## src/rtl/rst_ctl_pkg.sv

```systemverilog
package rst_ctl_pkg;
  typedef enum logic [1:0] {
    SEL_NONE   = 2'd0,
    SEL_ASSERT = 2'd1,
    SEL_ENABLE = 2'd2
  } reg_sel_e;
endpackage

```

## src/rtl/rst_ctl_decode.sv

```systemverilog
module rst_ctl_decode
  import rst_ctl_pkg::*;
#(
  parameter int unsigned ADDR_W     = 8,
  parameter logic [7:0]  KEY_VAL    = 8'h88,
  parameter logic [ADDR_W-1:0] ASSERT_OFF = 8'h18,
  parameter logic [ADDR_W-1:0] ENABLE_OFF = 8'hFC
) (
  input  logic              valid_i,
  input  logic              write_i,
  input  logic [ADDR_W-1:0] addr_i,
  input  logic [7:0]        key_i,
  output reg_sel_e          sel_o,
  output logic              wr_assert_o,
  output logic              wr_enable_o
);
  always_comb begin
    if (addr_i == ASSERT_OFF)      sel_o = SEL_ASSERT;
    else if (addr_i == ENABLE_OFF) sel_o = SEL_ENABLE;
    else                           sel_o = SEL_NONE;
  end

  // only the assert register is key-protected
  assign wr_assert_o = valid_i && write_i && (sel_o == SEL_ASSERT) && (key_i == KEY_VAL);
  assign wr_enable_o = valid_i && write_i && (sel_o == SEL_ENABLE);
endmodule

```

## src/rtl/rst_ctl_bitreg.sv

```systemverilog
module rst_ctl_bitreg #(
  parameter int unsigned W = 24
) (
  input  logic         clk_i,
  input  logic         rst_ni,
  input  logic         we_i,
  input  logic [W-1:0] d_i,
  output logic [W-1:0] q_o
);
  always_ff @(posedge clk_i or negedge rst_ni) begin
    if (!rst_ni)   q_o <= '0;
    else if (we_i) q_o <= d_i;
  end
endmodule

```

## src/rtl/rst_ctl_gate.sv

```systemverilog
module rst_ctl_gate #(
  parameter int unsigned W     = 24,
  parameter bit          GATED = 1'b1
) (
  input  logic         clk_i,
  input  logic         rst_ni,
  input  logic [W-1:0] asrt_i,
  input  logic [W-1:0] en_i,
  output logic [W-1:0] lines_o
);
  logic [W-1:0] nxt;

  generate
    if (GATED) begin : g_gated
      assign nxt = asrt_i & en_i;

      a_r6_no_line_without_enable: assert property (@(posedge clk_i) disable iff (!rst_ni)
        1'b1 |=> ((lines_o & ~$past(en_i)) == '0));
    end else begin : g_direct
      assign nxt = asrt_i;
    end
  endgenerate

  always_ff @(posedge clk_i or negedge rst_ni) begin
    if (!rst_ni) lines_o <= '0;
    else         lines_o <= nxt;
  end

  a_r6_lines_follow_assert: assert property (@(posedge clk_i) disable iff (!rst_ni)
    1'b1 |=> ((lines_o & ~$past(asrt_i)) == '0));
endmodule

```

## src/rtl/rst_line_ctrl.sv

```systemverilog
module rst_line_ctrl
  import rst_ctl_pkg::*;
#(
  parameter int unsigned NUM_LINES  = 24,
  parameter int unsigned ADDR_W     = 8,
  parameter int unsigned DATA_W     = 32,
  parameter logic [7:0]  KEY_VAL    = 8'h88,
  parameter logic [ADDR_W-1:0] ASSERT_OFF = 8'h18,
  parameter logic [ADDR_W-1:0] ENABLE_OFF = 8'hFC,
  parameter bit          GATE_LINES = 1'b1
) (
  input  logic                 clk_i,
  input  logic                 rst_ni,
  input  logic                 bus_valid_i,
  input  logic                 bus_write_i,
  input  logic [ADDR_W-1:0]    bus_addr_i,
  input  logic [DATA_W-1:0]    bus_wdata_i,
  output logic [DATA_W-1:0]    bus_rdata_o,
  output logic [NUM_LINES-1:0] rst_lines_o
);
  localparam int unsigned KEY_LSB = DATA_W - 8;

  reg_sel_e             sel;
  logic                 wr_assert, wr_enable;
  logic [NUM_LINES-1:0] asrt_q, en_q;

  rst_ctl_decode #(
    .ADDR_W(ADDR_W), .KEY_VAL(KEY_VAL),
    .ASSERT_OFF(ASSERT_OFF), .ENABLE_OFF(ENABLE_OFF)
  ) u_decode (
    .valid_i(bus_valid_i), .write_i(bus_write_i), .addr_i(bus_addr_i),
    .key_i(bus_wdata_i[DATA_W-1:KEY_LSB]),
    .sel_o(sel), .wr_assert_o(wr_assert), .wr_enable_o(wr_enable)
  );

  rst_ctl_bitreg #(.W(NUM_LINES)) u_assert_reg (
    .clk_i(clk_i), .rst_ni(rst_ni), .we_i(wr_assert),
    .d_i(bus_wdata_i[NUM_LINES-1:0]), .q_o(asrt_q)
  );

  generate
    if (GATE_LINES) begin : g_enable
      rst_ctl_bitreg #(.W(NUM_LINES)) u_enable_reg (
        .clk_i(clk_i), .rst_ni(rst_ni), .we_i(wr_enable),
        .d_i(bus_wdata_i[NUM_LINES-1:0]), .q_o(en_q)
      );

      a_r5_enable_load: assert property (@(posedge clk_i) disable iff (!rst_ni)
        (bus_valid_i && bus_write_i && bus_addr_i == ENABLE_OFF)
        |=> (en_q == $past(bus_wdata_i[NUM_LINES-1:0])));
    end else begin : g_no_enable
      assign en_q = '0;
    end
  endgenerate

  rst_ctl_gate #(.W(NUM_LINES), .GATED(GATE_LINES)) u_gate (
    .clk_i(clk_i), .rst_ni(rst_ni), .asrt_i(asrt_q), .en_i(en_q), .lines_o(rst_lines_o)
  );

  always_comb begin
    bus_rdata_o = '0;
    case (sel)
      SEL_ASSERT: bus_rdata_o[NUM_LINES-1:0] = asrt_q;
      SEL_ENABLE: bus_rdata_o[NUM_LINES-1:0] = en_q;
      default:    bus_rdata_o = '0;
    endcase
  end

  a_r2_keyed_load: assert property (@(posedge clk_i) disable iff (!rst_ni)
    (bus_valid_i && bus_write_i && bus_addr_i == ASSERT_OFF &&
     bus_wdata_i[DATA_W-1:KEY_LSB] == KEY_VAL)
    |=> (asrt_q == $past(bus_wdata_i[NUM_LINES-1:0])));

  a_r3_bad_key_hold: assert property (@(posedge clk_i) disable iff (!rst_ni)
    (bus_valid_i && bus_write_i && bus_addr_i == ASSERT_OFF &&
     bus_wdata_i[DATA_W-1:KEY_LSB] != KEY_VAL)
    |=> $stable(asrt_q));

  a_r9_unmapped_hold: assert property (@(posedge clk_i) disable iff (!rst_ni)
    (bus_valid_i && bus_write_i && bus_addr_i != ASSERT_OFF && bus_addr_i != ENABLE_OFF)
    |=> ($stable(asrt_q) && $stable(en_q)));

  a_r10_read_hold: assert property (@(posedge clk_i) disable iff (!rst_ni)
    (!bus_write_i) |=> ($stable(asrt_q) && $stable(en_q)));
endmodule

```

## config.mk

```make
export PLATFORM = sky130hd
export DESIGN_NAME = rst_line_ctrl
export DESIGN_NICKNAME = d
export VERILOG_FILES = /design/src/rtl/rst_ctl_pkg.sv /design/src/rtl/rst_ctl_decode.sv /design/src/rtl/rst_ctl_bitreg.sv /design/src/rtl/rst_ctl_gate.sv /design/src/rtl/rst_line_ctrl.sv
export SDC_FILE = /design/constraint.sdc
export NUM_CORES = 1
export LEC_CHECK = 0
export ABC_AREA = 1
export BUFFER_PORTS_ARGS = -buffer_cell sky130_fd_sc_hd__clkbuf_2
export CAP_MARGIN = 20
export CORE_MARGIN = 8
export CORE_UTILIZATION = 40
export CTS_CLUSTER_DIAMETER = 40
export DETAILED_ROUTE_END_ITERATION = 12
export PLACE_DENSITY = 0.65
export SETUP_SLACK_MARGIN = 0.4
export SLEW_MARGIN = 30
export SYNTH_ARGS = -nofsm -noshare
export SYNTH_HDL_FRONTEND = slang
export SYNTH_SLANG_ARGS = --single-unit
```

## constraint.sdc

```tcl
create_clock -name clk_i -period 1.39 [get_ports clk_i]
set_input_delay 0.2085 -clock clk_i [delete_from_list [all_inputs] [get_ports clk_i]]
set_output_delay 0.2085 -clock clk_i [all_outputs]
set_load 0.02 [all_outputs]
```

**Word level (Yosys, flattened, before mapping)**

Index checks and enable logic that the tools add are counted.

- Register bits after elaboration: 72
- Input bits: 44
- Output and inout bits: 56
- Logic and storage cells: 16

- Equality and inequality tests: 5
- Muxes and demuxes: 3
- Bitwise operators: 1
- Reductions and logical operators: 4

Operators with widths:

| cell | number |
|---|---|
| 24-bit case mux with 2 select lines | 1 |
| 24-bit AND | 1 |
| 8-bit == test (second input constant) | 2 |
| 8-bit by 5-bit == test with 1-bit output (second input constant) | 1 |
| 1-bit logical AND | 4 |
| 2-bit 2-to-1 mux | 2 |
| 2-bit by 1-bit == test with 1-bit output (second input constant) | 1 |
| 2-bit == test (second input constant) | 1 |

**Depth between registers and ports, before layout**

Gate-level depths: netlist (run 1).

- Depth after elaboration: 6
- Depth in mapped cells: 8
- Mapped depth without buffers: 7

**Cells and area by module**

From an unflattened synthesis (run 1), not the netlist that was laid out.

- Cells, all modules: 395
- Area, all modules: 3369.5 µm²

By module, submodules not included:

| module | instances | cells each | area each (µm²) | sequential area each (µm²) |
|---|---|---|---|---|
| rst_ctl_bitreg | 2 | 102 | 974.7 | 600.6 |
| rst_ctl_gate | 1 | 72 | 780.7 | 600.6 |
| rst_line_ctrl | 1 | 91 | 520.5 | 0.0 |
| rst_ctl_decode | 1 | 28 | 118.9 | 0.0 |

**Least setup slack after synthesis (run 1)**

No wires, ideal clock.

- Kind: input port to output port
- Start: input port bus_addr_i[7]
- End: output port bus_rdata_o[0]
- Arrival: 1061 ps
- Required time: 1182 ps
- Setup slack: 121 ps
- Stages on the path: 7
- Path buffers: 2
- Cell sequence: nor2_1 nand3_1 nor2_2 buf_4 buf_2 nand2_1 nand2_1

- Cells in the longest elaborated chain, start to end: 5
- Elaborated cells on any way between the ends: 7
- Classes of those cells: 4 x eq/ne; 3 x mux

Ends and longest elaborated chain:

| element | line | RTL |
|---|---|---|
| start: declaration | rst_line_ctrl.sv:16 | `input logic [ADDR_W-1:0] bus_addr_i,` |
| 8-bit == test | rst_ctl_decode.sv:19 | `else if (addr_i == ENABLE_OFF) sel_o = SEL_ENABLE;` |
| 2-bit 2-to-1 mux | rst_ctl_decode.sv:19 |  |
| 2-bit 2-to-1 mux * | rst_ctl_decode.sv:18 | `if (addr_i == ASSERT_OFF) sel_o = SEL_ASSERT;` |
| 2-bit == test or 2-bit by 1-bit == test with 1-bit output (tied branches) | rst_line_ctrl.sv:62 | `case (sel)` |
| 24-bit case mux with 2 select lines * | rst_line_ctrl.sv:62 |  |
| end: declaration | rst_line_ctrl.sv:18 | `output logic [DATA_W-1:0] bus_rdata_o,` |

Mark *: on every way between the ends. The rest lies on a longest branch, timed or not.

**Worst setup path in the final report (run 1)**

- Start: input port bus_addr_i[6]
- End: register g_enable.u_enable_reg.q_o[21]

- Cells in the longest elaborated chain, start to end: 5
- Elaborated cells on any way between the ends: 6
- Classes of those cells: 3 x eq/ne; 2 x mux; 1 x reduce/logical

Ends and longest elaborated chain:

| element | line | RTL |
|---|---|---|
| 8-bit == test | rst_ctl_decode.sv:19 |  |
| 2-bit 2-to-1 mux | rst_ctl_decode.sv:19 |  |
| 2-bit 2-to-1 mux * | rst_ctl_decode.sv:18 |  |
| 2-bit == test * | rst_ctl_decode.sv:25 | `assign wr_enable_o = valid_i && write_i && (sel_o == SEL_ENABLE);` |
| 1-bit logical AND * | rst_ctl_decode.sv:25 |  |
| end signal: assignment | rst_ctl_bitreg.sv:12 | `else if (we_i) q_o <= d_i;` |
| end: declaration | rst_ctl_bitreg.sv:8 | `output logic [W-1:0] q_o` |

Marked as above.
A chain may end at the register's enable or synchronous reset.

==> summary.txt, run 1 <==
Psw: 940 uW
Mapped cell area: 3180 um2
VDD IR max: 412 uV
Setup violations, final: 21
Pin count of the biggest net entering global routing: 44
Clock Pin Slew Worst Setup and Hold Paths: 0.07 ns
Buf/Inv on CP: 8
Mean Syn Cell Area: 8.25 um2
Worst setup SP type: input port
Comb power frac: 0.073
Die height: 105 um
Max Fclk: 0.707 GHz
Clock network power share: 0.388
Reg power frac: 0.538
Clock skew: 0.0114 ns
Total power: 3.97 mW
Synth Area in Simple Gates: 0.280
Top-area cell type share of the netlist area: 0.567
Crit path arrival time: 1.65 ns
Unrepaired setup endpoints after global routing: yes
Post-synthesis register bit count: 72
CORE AREA: 7730 um2
DRT iter0 DRCs: 179
Layout cell share with drive strength beyond 1: 0.474
Reg-to-Reg End: u_assert_reg.q_o[16]$_DFFE_PN0P_
Drt pass-1 iters: 4
CTS root buf: clkbuf_8
WL final: 10.6 mm
Reg2Reg Launch Point: u_assert_reg.q_o[16]$_DFFE_PN0P_
Clock sink count: 72
EDFF count, synth: 0
Status: complete, but fails checks
Worst-Skew Late Latency: 0.34 ns
I/O pin cnt: 100
Initial antenna violation count: 0
Crit path kind: in -> reg
H-tree level count: 3
GRT Total Usage: 0.167
Largest family of logic cells by synthesized area: simple AND/OR/NAND/NOR gates
Most frequent cell after synthesis: nand2_1
Slowest cell delay on critical path: 0.21 ns
Vias: 3028
Switching Fraction: 0.237
Area of the die: 11100 um2
Internal cell power: 3.03 mW
Clk buf depth: 2
Number of inserted diodes: 0
R2R cell count: 2
Reg2reg setup slack: 0.70 ns
Asr flop ratio synth: 1.00
Crit path top cell by count: buf_12
Failing checks: setup timing
Initial Util: 0.411
CTS tree: done
CP max-delay cell: nor3_4
Max-cap violation count: 0
Pleak: 3.04 nW
ANT nets after route: 0
Post-Synth XOR/XNOR Area: 0
Pwr per Cell Area: 733 nW/um2
Top delay family on crit path: buffers and inverters
Multiplexer area fraction after synthesis: 0
Layout Nets: 555
Detailed Place HPWL: 5.63 mm
Die Span X: 105 um
Post-synthesis sequential area ratio: 0.567
Placer Congestion: 0.753
Synth cell types: 18
Synth top area cells: dfrtp_1, nand2_1, nand3_1
Vias in the first global route: 2960
Cells along the critical path: buf_8, nand2_4, nor3_4, buf_12, buf_16, buf_12, buf_6, buf_6, nand3_4, buf_12, clkbuf_16, nand2_2, o21ai_1
Synthesized instance count: 385
Main synth FF type: dfrtp_1
CP Max Fanout: 7
Stages on the worst setup path: 13
Global-route wire length before repair: 14.8 mm
Final core utilization: 0.700
Post-route worst setup slack: -0.0252 ns
Hold WC Path Type: in -> reg
Setup crit end kind: register
DRC viols: 0
Post-synth top area cell: dfrtp_1
Compound-Gate Fraction of Synth Area: 0.0425
Hold slack: 0.0996 ns
PortBufs: 91
Min cycle time layout: 1.42 ns
Number of synthesis warnings: 0
CP startpoint: bus_addr_i[6]
CP endpoint: g_enable.u_enable_reg.q_o[21]$_DFFE_PN0P_
Max-slew violation count: 0
Critical path required time: 1.62 ns
Fin. Hold Viols: 0
Most frequent cells after synthesis: nand2_1, dfrtp_1, inv_1, nand3_1, o21ai_1
Area added between synthesis and finish: 70.3%
Overflow after GRT: 0
Post-synthesis adder-cell area fraction: 0
Final Cycle Share: 1.02
Core Rows: 32
Avg WL per Cell: 17.2 um
CTS Buf Count: 9
DR vias/cell: 4.91
-- through the flow --
stage	setup TNS, ns	std cells	area (um2)	setup slack [ns]
2_1_floorplan	0	392	3340	0.217
3_3_place_gp	-0.814	574	3930	-0.0373
3_5_place_dp	-1.84	574	3930	-0.0579
4_1_cts	-0.224	602	4720	-0.0339
5_1_grt	-1.96	617	5410	-0.0708
6_report	-0.230	617	5410	-0.0252
-- kinds of logic (layout without fill, tap and decap cells) --
family | after synthesis | in the layout
AO/OA/AOI/OAI | 24 | 24
AND/OR/NAND/NOR | 211 | 211
other | 1 | 8
flip-flops | 72 | 72
buffers and inverters | 77 | 200
-- power groups by stage --
| stage | combinational, mW | clock, mW | sequential (mW) |
|---|---|---|---|
| 2_1_floorplan | 0.0955 | 0 | 2.16 |
| 3_3_place_gp | 0.222 | 0 | 2.17 |
| 3_5_place_dp | 0.226 | 0 | 2.17 |
| 4_1_cts | 0.259 | 1.56 | 2.13 |
| 5_1_grt | 0.321 | 1.67 | 2.14 |
| 6_report | 0.291 | 1.54 | 2.14 |
-- registers in the layout, indices dropped and copies added, names as in the netlist --
signal and cells:
g_enable.u_enable_reg.q_o 24, u_gate.lines_o 24, u_assert_reg.q_o 24
-- worst register-to-register path, cell delays in order (launching register included) --
cell and delay (ns):
dfrtp_1 0.42, nand2_1 0.10, nand2_1 0.06
-- worst min-delay path by stage --
stage	from	end	slack (ns)	cells after the start
final	bus_wdata_i[20]	g_enable.u_enable_reg.q_o[20]$_DFFE_PN0P_	0.1	3
after global routing	bus_wdata_i[21]	g_enable.u_enable_reg.q_o[21]$_DFFE_PN0P_	0.10	3
after CTS	bus_wdata_i[8]	g_enable.u_enable_reg.q_o[8]$_DFFE_PN0P_	0.09	3
after detailed placement	rst_ni	u_gate.lines_o[12]$_DFF_PN0_	0.12	1
after global placement	rst_ni	u_gate.lines_o[12]$_DFF_PN0_	0.12	1
after floorplan	rst_ni	g_enable.u_enable_reg.q_o[0]$_DFFE_PN0P_	-0.09	0
-- area by class of cell --
class	instances	area, um2
timing repair buffer	134	1650
clock inverter	2	13.8
fill	569	2320
tap	102	128
inverter	51	191
multi-input combinational	243	1460
clock buffer	13	169
sequential	72	1800
-- cells in the final DEF, fill, tap and decap left out, types with 8 or more instances in the layout --
master	count
buf_6	17
nand2_4	26
nand3_1	48
o21ai_1	8
clkbuf_16	9
buf_4	12
o21ai_2	16
inv_1	50
conb_1	8
buf_12	12
dfrtp_1	72
nand2_1	78
clkbuf_2	38
nand2_2	44
buf_8	23
clkbuf_8	30
-- layer usage --
| metal | part of all wire | vias up | GRT usage |
|---|---|---|---|
| met5 | 0 | - | 0 |
| met4 | 0.019 | 0 | 0.0652 |
| met3 | 0.062 | 15 | 0.0430 |
| met2 | 0.53 | 117 | 0.287 |
| met1 | 0.39 | 1475 | 0.196 |
| li1 | - | 1421 | - |
-- repair_timing --
action / in CTS / in global routing
setup endpoints to repair: 95 / 96
pin swaps: 7 / 14
hold buffers: 1 / 0
buffers inserted: 8 / 4
endpoints found under the hold margin: 20 / 0
gates resized for setup: 100 / 134
cloned: 4 / 11
No activity file was read; power rests on OpenSTA's default activity.
==> run 2, diff against run 1 <==
--- a/config.mk
+++ b/config.mk
@@ -8,7 +8,7 @@
 export ABC_AREA = 1
 export BUFFER_PORTS_ARGS = -buffer_cell sky130_fd_sc_hd__clkbuf_2
 export CAP_MARGIN = 20
-export CORE_MARGIN = 8
+export CORE_MARGIN = 2
 export CORE_UTILIZATION = 40
 export CTS_CLUSTER_DIAMETER = 40
 export DETAILED_ROUTE_END_ITERATION = 12
==> constraint.sdc (replaced) <==
create_clock -name clk_i -period 1.7 [get_ports clk_i]
set_input_delay 0.255 -clock clk_i [delete_from_list [all_inputs] [get_ports clk_i]]
set_output_delay 0.255 -clock clk_i [all_outputs]
set_load 0.02 [all_outputs]
==> summary.txt, run 2 (synthesized netlist as in run 1, its figures left out) <==
Pleak: 2.71 nW
Crit path arrival time: 1.22 ns
CP endpoint: bus_rdata_o[11]
Commonest non-fill, non-tap cell in the layout: nand2_1
Die height: 93.1 um
Final core utilization: 0.575
Cells along the critical path: buf_8, nor2_4, nand3b_1, nor2_4, buf_12, clkbuf_16, nand2_2, nand2_2, buf_6
CORE AREA: 7730 um2
Clk buf depth: 2
WL final: 7.72 mm
Final Cycle Share: 0.870
Min cycle time layout: 1.48 ns
Crit path kind: in -> out
# fillers: 705
Reg-to-Reg End: g_enable.u_enable_reg.q_o[4]$_DFFE_PN0P_
Drt pass-1 iters: 4
Global-route wire length before repair: 12.4 mm
Worst setup SP type: input port
Vias in the first global route: 2572
Final instance area: 4440 um2
DRT iter0 DRCs: 96
Max-cap violation count: 0
Area of the die: 8670 um2
Top delay family on crit path: buffers and inverters
DRC viols: 0
Reg2reg setup slack: 1.01 ns
CP startpoint: bus_addr_i[0]
Fin. Hold Viols: 0
Internal cell power: 2.45 mW
Clock network power share: 0.396
CTS root buf: clkbuf_8
GRT Total Usage: 0.187
Area added between synthesis and finish: 39.7%
Worst-Skew Late Latency: 0.34 ns
Placer Congestion: 0.741
Max-slew violation count: 0
Stages on the worst setup path: 9
H-tree level count: 3
Clock sink count: 72
Initial Util: 0.411
Buf/Inv on CP: 4
Comb power frac: 0.059
PortBufs: 91
Vias: 2722
Commonest non-fill, non-tap cells in the layout: nand2_1, dfrtp_1, clkbuf_2
CTS tree: done
Pwr per Cell Area: 718 nW/um2
Pin count of the biggest net entering global routing: 49
Largest regs: g_enable.u_enable_reg.q_o x24, u_assert_reg.q_o x24, u_gate.lines_o x24
Clock skew: 0.00708 ns
Slowest cell delay on critical path: 0.16 ns
Number of inserted diodes: 0
CTS Buf Count: 9
Clock Pin Slew Worst Setup and Hold Paths: 0.07 ns
CP Max Fanout: 6
Status: complete, no violations
Switching Fraction: 0.232
Reg power frac: 0.546
Max Fclk: 0.676 GHz
Placement Cell Area: 3810 um2
Setup violations, final: 0
Detailed Place HPWL: 4.85 mm
VDD IR max: 354 uV
Core Rows: 32
Unrepaired setup endpoints after global routing: yes
Reg2Reg Launch Point: g_enable.u_enable_reg.q_o[4]$_DFFE_PN0P_
CP max-delay cell: clkbuf_16
I/O pin cnt: 100
Setup TNS: 0 ns
Overflow after GRT: 0
DR vias/cell: 4.57
Initial antenna violation count: 0
R2R cell count: 2
Die Span X: 93.1 um
Layout Nets: 532
Hold WC Path Type: in -> reg
ANT nets after route: 0
Avg WL per Cell: 13.0 um
Critical path required time: 1.44 ns
Layout cell share with drive strength beyond 1: 0.367
Psw: 739 uW
Setup crit end kind: output port
run 2: worst register-to-register path, cell delays in order, from the launching register on:
cell and delay, ns:
dfrtp_1 0.40, nand2_1 0.07, o21ai_0 0.09
run 2: final cells by class:
type	count	area, um2	area share
Timing Repair Buffer	111	913	0.206
Inverter	51	191	0.0431
Tap cell	102	128	0.0287
Multi-Input combinational cell	243	1220	0.275
Sequential cell	72	1800	0.406
Clock buffer	14	173	0.0389
Clock inverter	2	12.5	0.00282
run 2: worst min path at each step:
| stage | startpoint | endpoint | slack, ns | cells past startpoint |
|---|---|---|---|---|
| after floorplan | rst_ni | g_enable.u_enable_reg.q_o[0]$_DFFE_PN0P_ | -0.04 | 0 |
| after global placement | rst_ni | g_enable.u_enable_reg.q_o[3]$_DFFE_PN0P_ | 0.23 | 1 |
| after detailed placement | rst_ni | g_enable.u_enable_reg.q_o[3]$_DFFE_PN0P_ | 0.24 | 1 |
| after CTS | bus_wdata_i[10] | g_enable.u_enable_reg.q_o[10]$_DFFE_PN0P_ | 0.13 | 3 |
| after global routing | bus_wdata_i[22] | g_enable.u_enable_reg.q_o[22]$_DFFE_PN0P_ | 0.14 | 3 |
| final | bus_wdata_i[10] | g_enable.u_enable_reg.q_o[10]$_DFFE_PN0P_ | 0.14 | 3 |
run 2: through the flow:
| step | setup WS [ns] | hold slack, ns | power (mW) | std cells |
|---|---|---|---|---|
| 5_1_grt | 0.182 | 0.135 | 3.32 | 595 |
| 4_1_cts | 0.151 | 0.127 | 3.21 | 591 |
| 6_report | 0.220 | 0.136 | 3.19 | 595 |
| 3_5_place_dp | 0.144 | 0.239 | 1.95 | 570 |
| 3_3_place_gp | 0.197 | 0.232 | 1.94 | 570 |
| 2_1_floorplan | 0.384 | -0.0406 | 1.84 | 392 |
run 2: per-layer routing:
metal,global-route usage,up-vias,wire length (um)
li1,-,1366,-
met1,0.248,1262,3230
met2,0.303,84,3890
met3,0.0314,10,474
met4,0.0809,0,132
met5,0,-,0
run 2: power by group through the flow:
| stage | logic (mW) | clock network [mW] | registers, mW |
|---|---|---|---|
| global placement | 0.171 | 0 | 1.77 |
| CTS | 0.179 | 1.29 | 1.74 |
| finish | 0.187 | 1.26 | 1.74 |
| detailed placement | 0.175 | 0 | 1.77 |
| floorplan | 0.0745 | 0 | 1.77 |
| global route | 0.211 | 1.37 | 1.74 |
run 2: what timing repair did:
action,4_1_cts,5_1_grt
hold buffers,1,0
buffers inserted,2,2
endpoints found under the setup margin,24,27
cloned,2,2
gates resized for setup,8,108
hold endpoints to repair,34,0
pin swaps,1,14
==> run 3, diff against run 2 <==
==> constraint.sdc (replaced) <==
create_clock -name clk_i -period 1.7 [get_ports clk_i]
set_input_delay 0.17 -clock clk_i [delete_from_list [all_inputs] [get_ports clk_i]]
set_output_delay 0.17 -clock clk_i [all_outputs]
set_load 0.02 [all_outputs]
==> summary.txt, run 3 (synthesized netlist as in run 1, its figures left out) <==
Status: complete, no violations
Max-cap violation count: 0
Placed Cells: 567
Buf/Inv on CP: 3
Layout cell share with drive strength beyond 1: 0.316
Unrepaired setup endpoints after global routing: yes
Initial antenna violation count: 0
Hold Path End: g_enable.u_enable_reg.q_o[12]$_DFFE_PN0P_
Final instance area: 4260 um2
Vias in the first global route: 2590
Reg-to-Reg End: g_enable.u_enable_reg.q_o[6]$_DFFE_PN0P_
Switching Fraction: 0.227
Setup violations, final: 0
Area of the die: 8670 um2
Fin. Hold Viols: 0
Layout Nets: 524
Pleak: 2.71 nW
Die height: 93.1 um
Internal cell power: 2.50 mW
Hold WC Path Type: in -> reg
DR vias/cell: 4.61
Number of inserted diodes: 0
Crit path arrival time: 1.21 ns
Global-route wire length before repair: 12.2 mm
I/O pin cnt: 100
R2R cell count: 2
Final Cycle Share: 0.812
Pin count of the biggest net entering global routing: 49
Reg2reg setup slack: 1.00 ns
WL final: 7.70 mm
CP Max Fanout: 12
Hold Crit Depth: 3
PortBufs: 91
Clock network power share: 0.404
Critical path required time: 1.53 ns
Die Span X: 93.1 um
Clock Pin Slew Worst Setup and Hold Paths: 0.07 ns
Clock sink count: 72
Setup crit end kind: output port
Pwr per Cell Area: 760 nW/um2
DRT iter0 DRCs: 139
Top delay family on crit path: simple AND/OR/NAND/NOR gates
Initial Util: 0.411
CP max-delay cell: nor2_4
Layout Cells excl Fill: 586
CTS root buf: clkbuf_8
Hold_sp: bus_wdata_i[12]
Area added between synthesis and finish: 34.2%
Max Fclk: 0.724 GHz
Slowest cell delay on critical path: 0.23 ns
# fillers: 732
Clk buf depth: 2
Commonest non-fill, non-tap cell in the layout: nand2_1
Largest regs: g_enable.u_enable_reg.q_o x24, u_assert_reg.q_o x24, u_gate.lines_o x24
Crit path kind: in -> out
CTS tree: done
Min cycle time layout: 1.38 ns
Reg2Reg Launch Point: g_enable.u_enable_reg.q_o[6]$_DFFE_PN0P_
Overflow after GRT: 0
Core Rows: 32
H-tree level count: 3
Avg WL per Cell: 13.1 um
Worst-Skew Late Latency: 0.35 ns
DRC viols: 0
CORE AREA: 7730 um2
Commonest non-fill, non-tap cells in the layout: nand2_1, clkbuf_2, dfrtp_1
Placer Congestion: 0.748
Comb power frac: 0.059
Psw: 736 uW
CTS Buf Count: 9
Reg power frac: 0.537
Slew Limit Headroom: 0.646
Worst Tran Pin Value: 0.530 ns
Drt pass-1 iters: 4
VDD IR max: 429 uV
Placement Cell Area: 3750 um2
Setup TNS: 0 ns
Vias: 2701
Worst setup SP type: input port
Clock skew: 0.00593 ns
Stages on the worst setup path: 8
ANT nets after route: 0
Detailed Place HPWL: 4.64 mm
Max-slew violation count: 0
Cells along the critical path: buf_6, nor2_4, nand3_2, nor2_4, clkbuf_16, nand2_1, nand2_1, clkbuf_2
# Post-CTS Setup Buffers: 0
Hold slack: 0.0574 ns
GRT Total Usage: 0.182
## run 3: power by group through the flow
stage                     sequential (mW)  combinational (mW)  clock (mW)
final                                1.74               0.192        1.31
after detailed placement             1.77               0.181           0
after global placement               1.77               0.178           0
after floorplan                      1.77              0.0740           0
after global routing                 1.74               0.217        1.41
after CTS                            1.74               0.184        1.35
## run 3: repair_timing
action,in CTS,in global routing
hold buffers,1,0
pin swaps,0,8
gates resized for setup,0,86
gates cloned,1,2
endpoints found under the hold margin,37,0
setup endpoints to repair,24,24
## run 3: how the worst max path moves through the flow
stage                                                   to     startpoint  slack (ns)
after floorplan                             bus_rdata_o[0]  bus_addr_i[7]        0.51
after global placement    u_assert_reg.q_o[17]$_DFFE_PN0P_  bus_addr_i[1]        0.29
after detailed placement  u_assert_reg.q_o[12]$_DFFE_PN0P_  bus_addr_i[1]        0.24
after CTS                                   bus_rdata_o[5]  bus_addr_i[1]        0.34
after global routing                        bus_rdata_o[2]  bus_addr_i[7]        0.24
final                                       bus_rdata_o[7]  bus_addr_i[6]        0.32
## run 3: worst reg2reg max path, delay by kind of cell, from the launching register on
family	cells	cell delay [ns]
AO/OA/AOI/OAI	1	0.09
flip-flops	1	0.40
AND/OR/NAND/NOR	1	0.07
## run 3: layout make-up
| class | count | area [um2] | area share |
|---|---|---|---|
| clock inverters | 4 | 45.0 | 0.0106 |
| multi-input cells | 243 | 1200 | 0.281 |
| well taps | 102 | 128 | 0.0299 |
| inverters | 51 | 191 | 0.0449 |
| flip-flops and latches | 72 | 1800 | 0.423 |
| repair buffers | 103 | 758 | 0.178 |
| clock buffers | 11 | 141 | 0.0332 |
## run 3: metal layers
layer  track usage  wire length (um)
met2         0.293              3740
met5             0                 0
met4        0.0625               115
met1         0.239              3360
met3        0.0492               481
## run 3: through the flow
stage / worst slack [ns] / total power [mW] / utilization
5_1_grt: 0.235 / 3.37 / 0.552
4_1_cts: 0.341 / 3.27 / 0.515
3_5_place_dp: 0.242 / 1.95 / 0.485
3_3_place_gp: 0.288 / 1.95 / 0.485
2_1_floorplan: 0.508 / 1.84 / -
6_report: 0.319 / 3.24 / 0.552
